File: config.mk
export PLATFORM = sky130hd
export DESIGN_NAME = fpoc_pipe_ctrl
export DESIGN_NICKNAME = d
export VERILOG_FILES = /design/src/rtl/fpoc_pkg.sv /design/src/rtl/fpoc_head.sv /design/src/rtl/fpoc_stage.sv /design/src/rtl/fpoc_pipe_ctrl.sv
export SDC_FILE = /design/constraint.sdc
export NUM_CORES = 1
export LEC_CHECK = 0
export BUFFER_PORTS_ARGS = -buffer_cell sky130_fd_sc_hd__clkbuf_2
export CORE_ASPECT_RATIO = 1.5
export CORE_UTILIZATION = 40
export DETAILED_ROUTE_END_ITERATION = 8
export GPL_ROUTABILITY_DRIVEN = 0
export PLACE_DENSITY = 0.65
export SLEW_MARGIN = 20
export SYNTH_ARGS = -nofsm -noshare
export SYNTH_HDL_FRONTEND = slang
export SYNTH_SLANG_ARGS = --single-unit
File: constraint.sdc
create_clock -name clk -period 2.2 [get_ports clk]
set_clock_uncertainty 0.05 [all_clocks]
set_input_delay 0.11 -clock clk [delete_from_list [all_inputs] [get_ports clk]]
set_output_delay 0.11 -clock clk [all_outputs]
set_load 0.005 [all_outputs]
File: src/rtl/fpoc_pkg.sv
package fpoc_pkg;
  localparam int FP_STAGES = 3;

  typedef enum logic [1:0] {
    CLS_SP  = 2'b00,
    CLS_DPM = 2'b01,
    CLS_DIV = 2'b10,
    CLS_SPX = 2'b11
  } op_cls_e;
endpackage

File: src/rtl/fpoc_head.sv
module fpoc_head
  import fpoc_pkg::*;
#(
  parameter int TAG_W   = 6,
  parameter int DIV_CYC = 17,
  parameter int CNT_W   = 5
) (
  input  logic             clk,
  input  logic             rst,
  input  logic             flush,
  input  logic             load,
  input  op_cls_e          cls,
  input  logic [TAG_W-1:0] tag,
  input  logic             exc,
  output logic             valid,
  output logic             last,
  output logic [TAG_W-1:0] tag_q,
  output logic             exc_q
);
  logic [CNT_W-1:0] cnt;
  logic [CNT_W-1:0] hold_init;

  always_comb begin
    case (cls)
      CLS_DPM: hold_init = CNT_W'(1);
      CLS_DIV: hold_init = CNT_W'(DIV_CYC - 1);
      default: hold_init = '0;
    endcase
  end

  assign last = valid && (cnt == '0);

  always_ff @(posedge clk) begin
    if (rst) begin
      valid <= 1'b0;
      cnt   <= '0;
      tag_q <= '0;
      exc_q <= 1'b0;
    end else if (flush) begin
      valid <= 1'b0;
      cnt   <= '0;
    end else if (load) begin
      valid <= 1'b1;
      cnt   <= hold_init;
      tag_q <= tag;
      exc_q <= exc;
    end else if (last) begin
      valid <= 1'b0;
    end else if (valid) begin
      cnt <= cnt - 1'b1;
    end
  end

  // an operation with iterations left stays in the first stage
  p_head_keep_r4: assert property (@(posedge clk) disable iff (rst)
    (valid && cnt != '0 && !flush) |=> valid);
endmodule

File: src/rtl/fpoc_stage.sv
module fpoc_stage #(
  parameter int TAG_W = 6
) (
  input  logic             clk,
  input  logic             rst,
  input  logic             flush,
  input  logic             in_v,
  input  logic [TAG_W-1:0] in_tag,
  input  logic             in_exc,
  output logic             out_v,
  output logic [TAG_W-1:0] out_tag,
  output logic             out_exc
);
  always_ff @(posedge clk) begin
    if (rst) begin
      out_v   <= 1'b0;
      out_tag <= '0;
      out_exc <= 1'b0;
    end else begin
      out_v   <= in_v && !flush;
      out_tag <= in_tag;
      out_exc <= in_exc;
    end
  end
endmodule

File: src/rtl/fpoc_pipe_ctrl.sv
module fpoc_pipe_ctrl
  import fpoc_pkg::*;
#(
  parameter int TAG_W   = 6,
  parameter int DIV_CYC = 17
) (
  input  logic             clk,
  input  logic             rst,
  input  logic             flush,
  input  logic             iss_valid,
  output logic             iss_ready,
  input  logic [1:0]       iss_cls,
  input  logic [TAG_W-1:0] iss_tag,
  input  logic             iss_exc,
  output logic             fin_valid,
  output logic [TAG_W-1:0] fin_tag,
  output logic             fin_exc
);
  localparam int NUM_TAIL = FP_STAGES - 1;
  localparam int CNT_W    = (DIV_CYC < 3) ? 1 : $clog2(DIV_CYC);

  logic             head_valid, head_last;
  logic [TAG_W-1:0] head_tag;
  logic             head_exc;
  logic             accept;
  op_cls_e          cls_in;

  logic             st_v   [NUM_TAIL+1];
  logic [TAG_W-1:0] st_tag [NUM_TAIL+1];
  logic             st_exc [NUM_TAIL+1];

  assign cls_in    = op_cls_e'(iss_cls);
  assign iss_ready = !flush && (!head_valid || head_last);
  assign accept    = iss_valid && iss_ready;

  fpoc_head #(.TAG_W(TAG_W), .DIV_CYC(DIV_CYC), .CNT_W(CNT_W)) u_head (
    .clk   (clk),
    .rst   (rst),
    .flush (flush),
    .load  (accept),
    .cls   (cls_in),
    .tag   (iss_tag),
    .exc   (iss_exc),
    .valid (head_valid),
    .last  (head_last),
    .tag_q (head_tag),
    .exc_q (head_exc)
  );

  assign st_v[0]   = head_last;
  assign st_tag[0] = head_tag;
  assign st_exc[0] = head_exc;

  for (genvar g = 0; g < NUM_TAIL; g++) begin : g_tail
    fpoc_stage #(.TAG_W(TAG_W)) u_stage (
      .clk     (clk),
      .rst     (rst),
      .flush   (flush),
      .in_v    (st_v[g]),
      .in_tag  (st_tag[g]),
      .in_exc  (st_exc[g]),
      .out_v   (st_v[g+1]),
      .out_tag (st_tag[g+1]),
      .out_exc (st_exc[g+1])
    );
  end

  assign fin_valid = st_v[NUM_TAIL];
  assign fin_tag   = st_tag[NUM_TAIL];
  assign fin_exc   = st_exc[NUM_TAIL];

  // nothing finishes right after reset
  p_reset_quiet_r1: assert property (@(posedge clk)
    $past(rst) |-> !fin_valid);

  // single-precision op finishes two edges after acceptance with its flag
  p_sp_latency_r2: assert property (@(posedge clk) disable iff (rst)
    (accept && (cls_in == CLS_SP || cls_in == CLS_SPX)) ##1 !flush ##1 !flush
    |=> (fin_valid && fin_tag == $past(iss_tag, 3) && fin_exc == $past(iss_exc, 3)));

  // double multiply finishes three edges after acceptance
  p_dp_latency_r3: assert property (@(posedge clk) disable iff (rst)
    (accept && cls_in == CLS_DPM) ##1 !flush ##1 !flush ##1 !flush
    |=> (fin_valid && fin_tag == $past(iss_tag, 4)));

  // issue is refused in the cycle after a double multiply is taken
  p_dp_stall_r3: assert property (@(posedge clk) disable iff (rst)
    (accept && cls_in == CLS_DPM) |=> !iss_ready);

  // issue is refused in the cycle after a divide is taken
  p_div_stall_r4: assert property (@(posedge clk) disable iff (rst)
    (accept && cls_in == CLS_DIV) |=> !iss_ready);

  // a flush leaves nothing to finish in the next cycle
  p_flush_empty_r6: assert property (@(posedge clk) disable iff (rst)
    flush |=> !fin_valid);
endmodule

==> summary.txt <==
Primary FF master, synth = sky130_fd_sc_hd__dfxtp_1
count of inserted antenna diode cells = 0
most area-hungry cell type in the Yosys netlist = sky130_fd_sc_hd__dfxtp_1
Post-Route M1 WL = 720 um
static leakage = 0.519 nW
end of the worst register-to-register path = u_head.exc_q
register-to-register path setup slack = 220 ps
result of the run = finished clean
die boundary height = 65.1 um
number of failing hold endpoints at the final stage = 0
Hold Startpoint = iss_tag[5]
most numerous cell types in the synthesized netlist = sky130_fd_sc_hd__dfxtp_1, sky130_fd_sc_hd__nor2b_1, sky130_fd_sc_hd__mux2_2, sky130_fd_sc_hd__a21oi_1, sky130_fd_sc_hd__clkbuf_1
relative slew slack = 0.687
dominant cell by count in the synthesized netlist = sky130_fd_sc_hd__dfxtp_1
per-instance average area after synthesis = 11.2 um^2
fillers = 241
kind of critical path = flip-flop to primary output
antenna violations before repair = 0
fin crit period = 2080 ps
horizontal die dimension = 44.1 um
drt drc = 0
fraction of post-synthesis cell area in the top cell type by area = 0.547
Netlist Area Pre-Place = 1060 um^2
clock sinks = 29
buffer cell driving the clock tree root = sky130_fd_sc_hd__clkbuf_4
total number of H-tree levels = 2
Seq. cell area = 581 um^2
count of boundary I/O pins = 22
IO Port Bufs = 21
post-route fraction of the period consumed by the critical path = 0.944
area growth from synthesis to layout = 16.9%
number of endpoints failing setup at the final stage = 0
Routed Antenna Nets = 0
power density cells = 730 nW/um^2
required time worst endpoint = 2040 ps
RSZ-0062 raised after global routing = no
number of cells traversed by the worst hold path = 3
Synth Warn # = 0
worst vdd ir = 0.429 mV
count of buffers added by post-CTS timing repair for setup = 0
EDFF count, synth = 0
clock network latency to the later pin of the worst-skew pair = 320 ps
average detailed-routed wire length per instance = 11.6 um
kind of end point of the critical path = primary output
initial standard-cell utilization of the core = 0.428
via total after detailed routing = 740
number of pins with negative max-slew slack in the final report = 0
Worst Hold Slack = 75.7 ps
Iter 0 DRT Violations = 11
largest net degree at the start of global routing = 23
power after layout = 0.906 mW
CTS clock-pin slew for the worst setup and hold paths = 90 ps
Worst Hold End = u_head.tag_q[5]
Clock Path Buffers = 2
register bit total from synthesis = 29
depth of the most critical reg-to-reg path = 5
biggest fanout along the worst timing path = 8
upper clock frequency limit = 0.482 GHz
dominant cells by area after synthesis = sky130_fd_sc_hd__dfxtp_1, sky130_fd_sc_hd__nor2b_1, sky130_fd_sc_hd__mux2_2
number of distinct standard cells referenced by the synthesized netlist = 28
CTS hold repair buffers = 0
Net Count, Synth = 109
number of instances in the synthesized netlist = 95
area of the multi-input gates = 447 um^2
number of cell rows = 22
CTS tree = built
share of the core filled with cells in the final layout = 0.501
Finished Layout Cells = 145
all-layer global routing usage = 0.149
first-pass GRT wire length = 2.99 mm
GRT overflow = 0
routed wire length on met2 = 778 um
floorplan core area = 2480 um^2
transition at the pin with the smallest max-transition slack = 469 ps
top routing layer in use = met4
proportion of synthesized chip area in sequential cells = 0.547
arrival time reported for the critical path endpoint = 1920 ps
post-placement cell count = 137
proportion of layout cells with a drive suffix above 1 = 0.355
critical path launch point type = flip-flop
met3 WL = 120 um
ys async rst share = 0
vias in the first global route = 725
Die Outline Area = 2870 um^2
reg-to-reg startpoint = u_head.cnt[0]
final routed wirelength across all metal layers = 1.68 mm
post_cts resized = 0
hold crit path type = input pin to flip-flop
Final #Nets = 134
length of the first detailed-routing pass in iterations = 6
setup tns final = 0 ps
count of max-cap constraint violations = 0
Num CTS Buffers = 5
detail-routed via count per cell = 5.10
-- stage by stage --
stage	worst slack [ps]	area, um^2
CTS	108	1240
detailed placement	228	1180
finish	124	1240
floorplan	297	1060
global placement	264	1180
global route	17.6	1240
-- placed cells by master, fill, tap and decap left out, types with 2 or more instances in the layout --
cell,n
sky130_fd_sc_hd__a21oi_1,4
sky130_fd_sc_hd__nor4_1,2
sky130_fd_sc_hd__clkbuf_2,21
sky130_fd_sc_hd__nor2b_1,23
sky130_fd_sc_hd__clkinv_2,2
sky130_fd_sc_hd__nor2_1,2
sky130_fd_sc_hd__inv_1,2
sky130_fd_sc_hd__clkbuf_4,5
sky130_fd_sc_hd__nor3b_1,2
sky130_fd_sc_hd__dfxtp_1,29
sky130_fd_sc_hd__buf_4,2
sky130_fd_sc_hd__mux2_2,7
sky130_fd_sc_hd__nand3b_1,2
-- logic make-up (layout without fill, tap and decap cells) --
kind of cell,count (synthesis),in the layout,share of synthesized area
and+or+nand+nor,37,37,0.226
DFF,29,29,0.547
muxes,8,8,0.0837
buffers and inverters,7,33,0.0318
AOI/OAI and AO/OA,13,13,0.0991
adders and majority gates,1,1,0.0118
-- routing by layer --
metal | global-route usage | vias up
met2 | 0.211 | 23
met1 | 0.162 | 330
met4 | 0.129 | 0
met3 | 0.0669 | 6
met5 | 0 | -
li1 | - | 381
-- critical path, cell delays in order (launching register included) --
cell and delay [ps]:
sky130_fd_sc_hd__dfxtp_1 350, sky130_fd_sc_hd__inv_1 70, sky130_fd_sc_hd__ha_1 180, sky130_fd_sc_hd__or4b_1 520
sky130_fd_sc_hd__buf_4 200, sky130_fd_sc_hd__a21oi_1 140, sky130_fd_sc_hd__clkbuf_2 130
-- where the power goes --
group,switching [mW],internal [mW]
clock,0.182,0.120
sequential,0.00491,0.538
combinational,0.0284,0.0321
-- area by class of cell --
| cell class | instances | area share |
|---|---|---|
| Clock buffer | 5 | 0.0303 |
| Clock inverter | 3 | 0.0141 |
| Inverter | 2 | 0.00605 |
| Multi-Input combinational cell | 59 | 0.360 |
| Sequential cell | 29 | 0.468 |
| Tap cell | 24 | 0.0242 |
| Timing Repair Buffer | 23 | 0.0969 |
-- how the worst max path moves through the flow --
stage / startpoint / to / cells after the start
floorplan: u_head.cnt[0] / u_head.exc_q / 6
CTS: u_head.cnt[0] / iss_ready / 6
finish: u_head.cnt[0] / iss_ready / 6
global route: u_head.cnt[0] / iss_ready / 6
detailed placement: u_head.cnt[0] / u_head.tag_q[1] / 5
global placement: u_head.cnt[0] / u_head.tag_q[4] / 5
-- flip-flops by register name, indices dropped and copies added (netlist names) --
signal / count
g_tail.u_stage.out_v: 2
g_tail.u_stage.out_tag: 12
g_tail.u_stage.out_exc: 2
u_head.tag_q: 6
u_head.cnt: 5
u_head.exc_q: 1
u_head.valid: 1
(Power assumes the default switching activity.)
